==> config.mk <==
export PLATFORM = sky130hd
export DESIGN_NAME = pixel_addr_gen
export DESIGN_NICKNAME = d
export VERILOG_FILES = /design/src/rtl/pag_pkg.sv /design/src/rtl/pag_cfg_regs.sv /design/src/rtl/pag_ctrl.sv /design/src/rtl/pag_datapath.sv /design/src/rtl/pixel_addr_gen.sv
export SDC_FILE = /design/constraint.sdc
export NUM_CORES = 1
export LEC_CHECK = 0
export ABC_CLOCK_PERIOD_IN_PS = 6740
export BUFFER_PORTS_ARGS = -buffer_cell sky130_fd_sc_hd__buf_2
export CORE_MARGIN = 2
export CORE_UTILIZATION = 41
export CTS_CLUSTER_DIAMETER = 30
export DETAILED_ROUTE_END_ITERATION = 6
export SETUP_SLACK_MARGIN = 0.5
export SYNTH_ARGS = -nofsm -noshare
export SYNTH_HDL_FRONTEND = slang
export SYNTH_SLANG_ARGS = --single-unit
==> constraint.sdc <==
create_clock -name clk -period 6.74 [get_ports clk]
set_clock_uncertainty 0.2 [all_clocks]
set_input_delay 0.674 -clock clk [delete_from_list [all_inputs] [get_ports clk]]
set_output_delay 0.674 -clock clk [all_outputs]
set_load 0.1 [all_outputs]
==> src/rtl/pag_pkg.sv <==
package pag_pkg;

  // Strobes the control sends to the datapath for each pipeline stage.
  typedef struct packed {
    logic s1Load;   // capture a kept pixel into stage 1
    logic s2Load;   // move stage 1 into the output stage
  } pag_strobe_t;

  // Selector codes of the configuration port.
  typedef enum logic [1:0] {
    CFG_BASE  = 2'd0,
    CFG_PITCH = 2'd1,
    CFG_LIMIT = 2'd2,
    CFG_DEPTH = 2'd3
  } pag_cfg_sel_e;

endpackage

==> src/rtl/pag_cfg_regs.sv <==
module pag_cfg_regs
  import pag_pkg::*;
#(
  parameter int BASE_W  = 24,
  parameter int COORD_W = 12,
  parameter int PITCH_W = 12,
  parameter int DATA_W  = 24
) (
  input  logic               clk,
  input  logic               rst,
  input  logic               cfgWe,
  input  logic [1:0]         cfgSel,
  input  logic [DATA_W-1:0]  cfgData,
  output logic [BASE_W-1:0]  baseReg,
  output logic [PITCH_W-1:0] pitchReg,
  output logic [COORD_W-1:0] maxXReg,
  output logic [COORD_W-1:0] maxYReg,
  output logic               depth4Reg
);

  always_ff @(posedge clk) begin
    if (rst) begin
      baseReg   <= '0;
      pitchReg  <= '0;
      maxXReg   <= '0;
      maxYReg   <= '0;
      depth4Reg <= 1'b0;
    end else if (cfgWe) begin
      case (pag_cfg_sel_e'(cfgSel))
        CFG_BASE:  baseReg   <= cfgData[BASE_W-1:0];
        CFG_PITCH: pitchReg  <= cfgData[PITCH_W-1:0];
        CFG_LIMIT: begin
          maxXReg <= cfgData[COORD_W-1:0];
          maxYReg <= cfgData[2*COORD_W-1:COORD_W];
        end
        CFG_DEPTH: depth4Reg <= cfgData[0];
        default: ;
      endcase
    end
  end

  // the first cycle after reset sees cleared registers
  a_r7_reset_clear: assert property (@(posedge clk) disable iff (rst)
    $past(rst) |-> (baseReg == '0 && pitchReg == '0 && maxXReg == '0 &&
                    maxYReg == '0 && !depth4Reg))
    else $error("a_r7_reset_clear");

endmodule

==> src/rtl/pag_ctrl.sv <==
module pag_ctrl
  import pag_pkg::*;
#(
  parameter int COORD_W = 12
) (
  input  logic               clk,
  input  logic               rst,
  input  logic               inValid,
  input  logic [COORD_W-1:0] inX,
  input  logic [COORD_W-1:0] inY,
  input  logic [COORD_W-1:0] maxX,
  input  logic [COORD_W-1:0] maxY,
  input  logic               outReady,
  output logic               inReady,
  output logic               outValid,
  output pag_strobe_t        strobe
);

  logic s1Valid;
  logic s2Valid;
  logic advance;
  logic xNeg, yNeg, xOver, yOver, clipped, keep;

  assign xNeg    = inX[COORD_W-1];
  assign yNeg    = inY[COORD_W-1];
  assign xOver   = {1'b0, inX[COORD_W-2:0]} > maxX;
  assign yOver   = {1'b0, inY[COORD_W-2:0]} > maxY;
  assign clipped = xNeg | yNeg | xOver | yOver;
  assign keep    = inValid & ~clipped;

  // The whole pipeline moves when the output slot is free or being drained.
  assign advance  = ~s2Valid | outReady;
  assign inReady  = advance;
  assign outValid = s2Valid;

  always_comb begin
    strobe.s1Load = advance & keep;
    strobe.s2Load = advance & s1Valid;
  end

  always_ff @(posedge clk) begin
    if (rst) begin
      s1Valid <= 1'b0;
      s2Valid <= 1'b0;
    end else if (advance) begin
      s1Valid <= keep;
      s2Valid <= s1Valid;
    end
  end

  // a pixel beyond either maximum leaves stage 1 empty
  a_r5_clip_over: assert property (@(posedge clk) disable iff (rst)
    (inValid && inReady && !inX[COORD_W-1] && !inY[COORD_W-1] &&
     (({1'b0, inX[COORD_W-2:0]} > maxX) || ({1'b0, inY[COORD_W-2:0]} > maxY)))
    |=> !s1Valid)
    else $error("a_r5_clip_over");

  // a negative coordinate leaves stage 1 empty
  a_r6_clip_neg: assert property (@(posedge clk) disable iff (rst)
    (inValid && inReady && (inX[COORD_W-1] || inY[COORD_W-1])) |=> !s1Valid)
    else $error("a_r6_clip_neg");

  // no input is taken while the output is blocked
  a_r8_backpressure: assert property (@(posedge clk) disable iff (rst)
    (outValid && !outReady) |-> !inReady)
    else $error("a_r8_backpressure");

  // a stage-1 pixel reaches the output on the next advancing edge
  a_r9_stage_move: assert property (@(posedge clk) disable iff (rst)
    (s1Valid && (!outValid || outReady)) |=> outValid)
    else $error("a_r9_stage_move");

endmodule

==> src/rtl/pag_datapath.sv <==
module pag_datapath
  import pag_pkg::*;
#(
  parameter int BASE_W     = 24,
  parameter int BASE_SHIFT = 8,
  parameter int MAG_W      = 11,
  parameter int PITCH_W    = 12,
  parameter int ADDR_W     = 32,
  parameter int COLOR_W    = 8
) (
  input  logic               clk,
  input  pag_strobe_t        strobe,
  input  logic [MAG_W-1:0]   xMag,
  input  logic [MAG_W-1:0]   yMag,
  input  logic [COLOR_W-1:0] inColor,
  input  logic [BASE_W-1:0]  baseReg,
  input  logic [PITCH_W-1:0] pitchReg,
  input  logic               depth4Reg,
  output logic [ADDR_W-1:0]  outAddr,
  output logic [3:0]         outBitSel,
  output logic [COLOR_W-1:0] outColor
);

  localparam int PROD_W = MAG_W + PITCH_W;
  localparam int PIX_W  = PROD_W + 1;
  localparam int OFF_W  = PIX_W + 3;

  // Stage 1: row product and captured configuration
  logic [PROD_W-1:0]  rowR;
  logic [MAG_W-1:0]   xR;
  logic [BASE_W-1:0]  baseR;
  logic               depth4R;
  logic [COLOR_W-1:0] colorR;

  always_ff @(posedge clk) begin
    if (strobe.s1Load) begin
      rowR    <= PROD_W'(yMag) * PROD_W'(pitchReg);
      xR      <= xMag;
      baseR   <= baseReg;
      depth4R <= depth4Reg;
      colorR  <= inColor;
    end
  end

  // Stage 2: pixel index, bit offset, byte address
  logic [PIX_W-1:0]  pixIdx;
  logic [OFF_W-1:0]  bitOff;
  logic [ADDR_W-1:0] originByte;
  logic [ADDR_W-1:0] byteAddr;

  always_comb begin
    pixIdx     = PIX_W'(rowR) + PIX_W'(xR);
    bitOff     = depth4R ? {1'b0, pixIdx, 2'b00} : {pixIdx, 3'b000};
    originByte = ADDR_W'({baseR, {BASE_SHIFT{1'b0}}});
    byteAddr   = originByte + ADDR_W'(bitOff[OFF_W-1:3]);
  end

  always_ff @(posedge clk) begin
    if (strobe.s2Load) begin
      outAddr   <= byteAddr & ~ADDR_W'(1);
      outBitSel <= bitOff[3:0];
      outColor  <= colorR;
    end
  end

endmodule

==> src/rtl/pixel_addr_gen.sv <==
module pixel_addr_gen
  import pag_pkg::*;
#(
  parameter int BASE_W     = 24,
  parameter int BASE_SHIFT = 8,
  parameter int COORD_W    = 12,
  parameter int PITCH_W    = 12,
  parameter int ADDR_W     = 32,
  parameter int COLOR_W    = 8,
  parameter int DATA_W     = 24
) (
  input  logic               clk,
  input  logic               rst,
  input  logic               cfgWe,
  input  logic [1:0]         cfgSel,
  input  logic [DATA_W-1:0]  cfgData,
  input  logic               inValid,
  output logic               inReady,
  input  logic [COORD_W-1:0] inX,
  input  logic [COORD_W-1:0] inY,
  input  logic [COLOR_W-1:0] inColor,
  output logic               outValid,
  input  logic               outReady,
  output logic [ADDR_W-1:0]  outAddr,
  output logic [3:0]         outBitSel,
  output logic [COLOR_W-1:0] outColor
);

  localparam int MAG_W = COORD_W - 1;

  logic [BASE_W-1:0]  baseReg;
  logic [PITCH_W-1:0] pitchReg;
  logic [COORD_W-1:0] maxXReg, maxYReg;
  logic               depth4Reg;
  pag_strobe_t        strobe;

  pag_cfg_regs #(
    .BASE_W(BASE_W), .COORD_W(COORD_W), .PITCH_W(PITCH_W), .DATA_W(DATA_W)
  ) uCfg (
    .clk(clk), .rst(rst), .cfgWe(cfgWe), .cfgSel(cfgSel), .cfgData(cfgData),
    .baseReg(baseReg), .pitchReg(pitchReg), .maxXReg(maxXReg),
    .maxYReg(maxYReg), .depth4Reg(depth4Reg)
  );

  pag_ctrl #(.COORD_W(COORD_W)) uCtrl (
    .clk(clk), .rst(rst), .inValid(inValid), .inX(inX), .inY(inY),
    .maxX(maxXReg), .maxY(maxYReg), .outReady(outReady),
    .inReady(inReady), .outValid(outValid), .strobe(strobe)
  );

  pag_datapath #(
    .BASE_W(BASE_W), .BASE_SHIFT(BASE_SHIFT), .MAG_W(MAG_W),
    .PITCH_W(PITCH_W), .ADDR_W(ADDR_W), .COLOR_W(COLOR_W)
  ) uData (
    .clk(clk), .strobe(strobe), .xMag(inX[MAG_W-1:0]), .yMag(inY[MAG_W-1:0]),
    .inColor(inColor), .baseReg(baseReg), .pitchReg(pitchReg),
    .depth4Reg(depth4Reg), .outAddr(outAddr), .outBitSel(outBitSel),
    .outColor(outColor)
  );

  // a blocked request holds still
  a_r8_hold_stable: assert property (@(posedge clk) disable iff (rst)
    (outValid && !outReady) |=> (outValid && $stable(outAddr) &&
                                 $stable(outBitSel) && $stable(outColor)))
    else $error("a_r8_hold_stable");

  // issued addresses are word aligned
  a_r4_word_align: assert property (@(posedge clk) disable iff (rst)
    outValid |-> !outAddr[0])
    else $error("a_r4_word_align");

endmodule

* Word-level counts from Yosys, hierarchy flattened
Index checks and enable logic that the tools add are counted.
** Word-level totals
- Output and inout bits :: 46
- Flip-flop bits (word level) :: 173
** Operators by class
- Multiply operators :: 1
- Bitwise gates (word level) :: 9
- $add $sub $neg :: 2
- Reductions and logical operators :: 5
- Muxes and demuxes :: 1
- Equal/unequal tests :: 3
- Order comparisons :: 2
** Operators with widths (number)
- $add 32x24->32 :: 1
- $mux 27 :: 1
- $add 23x11->24 :: 1
- $gt 11x12->1 :: 2
- $mul 11x12->23 :: 1
- $reduce_and 2->1 :: 4
- $eq 2x2->1 const B :: 2
- $or 1x1->1 :: 4
- $and 1x1->1 :: 3
- $eq 2x1->1 const B :: 1
- $logic_not 2->1 :: 1
- $not 1->1 :: 2

* Depth between registers and ports, before layout
- Word-level depth :: 6
- Gate-level depth with buffers :: 20

* Cells and area by module
Synthesis repeated with hierarchy kept, for this count alone.
** Unflattened totals
- Cell total of the unflattened synthesis :: 1254
- Area total of the unflattened synthesis :: 12927.4 um^2
** By module, submodules not included
- pag_datapath :: area an instance 9721.8 um^2, instances 1, cells an instance 929
- pag_cfg_regs :: area an instance 2498.6 um^2, instances 1, cells an instance 229
- pag_ctrl :: area an instance 706.9 um^2, instances 1, cells an instance 96

* Worst setup path before layout
OpenSTA, ideal clock, no wires.
- Path type :: input to register
- Start point :: input port inY[4]
- End point :: register uData.rowR[20] (data pin)
- Arrival :: 5.123 ns
- Path buffers :: 1
- Data required time :: 6.271 ns
- Stages :: 17
- Setup slack :: 1.149 ns
- Cell sequence :: clkbuf_1 > nand2_1 > fa_1 > fa_1 > fa_1 > inv_1 > fa_1 > inv_1 > fa_1 > inv_1 > ha_1 > o2111a_1 > a21oi_1 > a22oi_1 > a211oi_1 > o31ai_1 > xor2_1
** Between the ends
- Word-level cells in the longest chain between the ends :: 1
** Ends and longest elaborated chain
- start, declared :: line pixel_addr_gen.sv:20 : input logic [COORD_W-1:0] inY,
- $mul 11x12->23 :: line pag_datapath.sv:37 : rowR <= PROD_W'(yMag) * PROD_W'(pitchReg);
- end signal, assigned :: line pag_datapath.sv:37
- end, declared :: line pag_datapath.sv:29 : logic [PROD_W-1:0] rowR;
No other way between the ends.
A chain may end at the register's enable or synchronous reset.

* Worst setup path in the final report
- Start point :: register uCfg.pitchReg[1]
- End point :: register uData.rowR[20] (data pin)
** Between the ends
- Word-level cells in the longest chain between the ends :: 1
** Ends and longest elaborated chain
- start, declared :: line pag_cfg_regs.sv:15 : output logic [PITCH_W-1:0] pitchReg,
- start signal, assigned :: line pag_cfg_regs.sv:31 : CFG_PITCH: pitchReg <= cfgData[PITCH_W-1:0];
- $mul 11x12->23 :: line pag_datapath.sv:37
No other way between the ends.

==> impl_results.md <==
- Final min period: 5.72 ns
- CTS clk-pin slew, worst paths: roughly 0.070 ns
- Worst Max-Slew Pin Slew: 1.09 ns
- ANT cells: 0
- Most common cell after layout, fill and taps aside: nand2_1
- FF-to-FF End: uData.rowR[20]$_DFFE_PP_
- RD Place Congestion: 0.844
- # setup viols final: 0
- Number of DRC markers in iteration 0: 440
- Ports: roughly 110
- Pwr dens: 184 nW/µm²
- Dpl ws: between 0.8 and 0.9 ns
- Mapped Area: 12,400 µm²
- Non-Filler Instances: 1,759
- Die H: 178 µm
- Register area: 4500 µm²
- Critical Path RT: 6.70 ns
- DR WL/cell: about 16 µm
- Worst vdd ir: 172 µV
- EDFF count, synth: approximately 110
- DRT Pass-1 Iters: 5
- Worst slew margin: 0.273
- Critical Path Source: uCfg.pitchReg[1]$_SDFFE_PP0P_
- Synth async-reset ratio: 0
- Syn avg cell area: 9.66 µm²
- Crit end category: register
- FMAX: roughly 170 MHz
- Kind of critical path: reg2reg
- Met1 Usage GRT: 0.253
- Multi-input logic area: 7100 µm²
- Final nets: around 1,600
- R2R depth: 16
- Tcrit/Tclk final: 0.848
- Die W: 178 µm
- Routed WL: 28.0 mm
- Slowest stage delay, CP: 0.69 ns
- Flops & latches, synth: 171
- Port buffer count: 105
- Largest net degree at the start of global routing: 69
- Number of global-route vias before repair: roughly 8,900
- TritonCTS clock tree: built
- Post-route setup slack: 1.02 ns
- Number of fill cells: ~2,800
- TritonCTS Buffers: 17
- Layout cell share with drive strength beyond 1: 0.115
- Hold Crit Endpoint: uData.outColor[3]$_DFFE_PP_
- Worst-case clock buffer depth: 2
- Critical path arrival: 5.68 ns
- Reg2reg setup slack: 1.02 ns
- Final TNS setup: 0 ns
- H-tree depth reported by CTS: 4
- Synth Flop Type: edfxtp_1
- Total Power: 2560 µW
- Post-CTS Hold Fix Bufs: 0
- DP HPWL: 21.9 mm
- Placed Cells: around 1,700
- Overall routing resource usage: 0.183
- Initial antenna violation count: 0
- Initial core utilization: 0.417
- Global-route wire length before repair: 45.4 mm
- Post-cts resize count: 0
- Leakage: approximately 0.0059 µW
- GRT overflow: 0
- Worst-path cell chain: nand2_1 -> fa_1 -> fa_1 -> inv_1 -> fa_1 -> fa_1 -> inv_1 -> fa_1 -> inv_1 -> ha_1 -> o2111a_1 -> a21oi_1 -> a22oi_1 -> a211oi_1 -> o31ai_1 -> xor2_1
- Post-CTS Setup Repair Bufs: 0
- Top Usage Layer GRT: met2
- Routed Antenna Nets: 0
- RSZ-0062 raised after global routing: no
- Worst-path cell with the longest stage delay: dfxtp_1
- Core Area: 29,700 µm²
- Number of remaining DRC errors: 0
- Synth cell types: between 60 and 70
- Seq/Total Area, Yosys: 0.363
- Hold/Removal Path Class: reg2reg
- Reg2reg start: uCfg.pitchReg[1]$_SDFFE_PP0P_
- Root buffer cell: clkbuf_16
- Final hold vios: 0
- Crit path top cell by count: fa_1
- GR Layer Usage met2: 0.309
- Hold_sp: uData.colorR[3]$_DFFE_PP_
- Commonest non-fill, non-tap cells in the layout: nand2_1, inv_1, ha_1
- Rows: 63
- Area delta synth->final: 12.1%
- Max FO, Critical Path: 12
- Drt via density: 5.15
- YS warnings: 0
- Worst skew pair latency: 0.42 ns
- # clock sinks: 171
- Via Count: between 9,000 and 10,000
- Outcome: completed
- Hold path depth: 0
- Cell count after synthesis: about 1,300
- Die area: 31,600 µm²
- Max_cap viols: 0
- Slew Viols, Final: 0
- Met3 usage: 0.0229
- Startpoint types: register
==> cell usage after synthesis (all sizes together), types with 5 or more instances <==
library cell  instances  area [µm²]
a211oi               12        90.1
a21boi                5        41.3
a21o                 17         128
a21oi               106         531
and2                 72         450
and3                  6        37.5
buf                   8        55.1
clkbuf               53         199
dfxtp                63        1260
edfxtp              108        3240
fa                   91        1820
ha                  110        1380
inv                 151         567
nand2               223         837
nand3                 8        40.0
nand4                 9        56.3
nor2                 40         150
nor2b                11        68.8
nor3                  9        45.0
o211ai                5        37.5
o21a                  8        60.1
o21ai                29         149
o21bai               10        75.1
o221ai                5        43.8
o31ai                 8        60.1
xnor2                35         307
xor2                 15         131
==> through the flow <==
step / instance area, µm² / hold slack (ns) / utilization
final: 13900 / 0.213 / 0.468
after global routing: 13900 / 0.206 / 0.468
after CTS: 13900 / 0.205 / 0.468
after detailed placement: 13200 / 0.206 / 0.446
after global placement: 13200 / 0.202 / 0.446
after floorplan: 12400 / 0.200 / -
==> worst max-delay path by stage <==
stage | endpoint | slack (ns) | cells after the start
final | uData.rowR[20]$_DFFE_PP_ | 1.02 | 16
after global routing | uData.rowR[20]$_DFFE_PP_ | 0.73 | 16
after CTS | uData.rowR[20]$_DFFE_PP_ | 1.01 | 16
after detailed placement | uData.rowR[20]$_DFFE_PP_ | 0.82 | 18
after global placement | uData.rowR[20]$_DFFE_PP_ | 0.85 | 18
after floorplan | uData.rowR[20]$_DFFE_PP_ | 1.15 | 17
==> final cells by class <==
| class | count | share of cell area |
|---|---|---|
| Multi-Input combinational cell | 902 | 0.511 |
| Sequential cell | 171 | 0.324 |
| Timing Repair Buffer | 113 | 0.0421 |
| Inverter | 151 | 0.0408 |
| Clock buffer | 22 | 0.0365 |
| Tap cell | 390 | 0.0351 |
| Clock inverter | 10 | 0.0104 |
==> logic make-up (layout without fill, tap and decap cells) <==
family / Yosys count / in the layout / share of synthesized area
AO/OA/AOI/OAI: 235 / 235 / 0.119
other: 1 / 3 / 0.000302
XOR/XNOR: 50 / 50 / 0.0353
multiplexers: 8 / 8 / 0.00686
flip-flops: 171 / 171 / 0.363
buffers and inverters: 212 / 296 / 0.0662
adder cells (fa/ha/maj): 201 / 201 / 0.258
AND/OR/NAND/NOR: 405 / 405 / 0.151
==> worst max-delay path: cells and delay by family, from the launching register on <==
kind	cells	cell delay (ns)
flops	1	0.69
buf+inv	3	0.15
fa+ha+maj	6	2.96
xor+xnor	1	0.11
compound gates	5	1.18
simple gates	1	0.15
==> flip-flops by register name (all words and copies together) (netlist names) <==
register         flops
uData.xR            11
uCfg.baseReg        24
uCtrl.s1Valid        1
uData.baseR         24
uData.outBitSel      2
uCfg.maxXReg        12
uCfg.pitchReg       12
uData.colorR         8
uCtrl.outValid       1
uCfg.depth4Reg       1
uData.outColor       8
uData.outAddr       31
uData.depth4R        1
uData.rowR          23
uCfg.maxYReg        12
==> report_power, final <==
group,switching [µW],internal [µW]
sequential,18.3,1140
clock,409,653
combinational,214,128
==> per-layer routing <==
metal / wire length (µm) / vias to the layer above
met1: 13000 / 4392
met5: 0 / -
met3: 1390 / 16
met4: 246 / 0
li1: - / 4435
met2: 13300 / 212
Note: power is estimated with default switching activity, not from simulation.
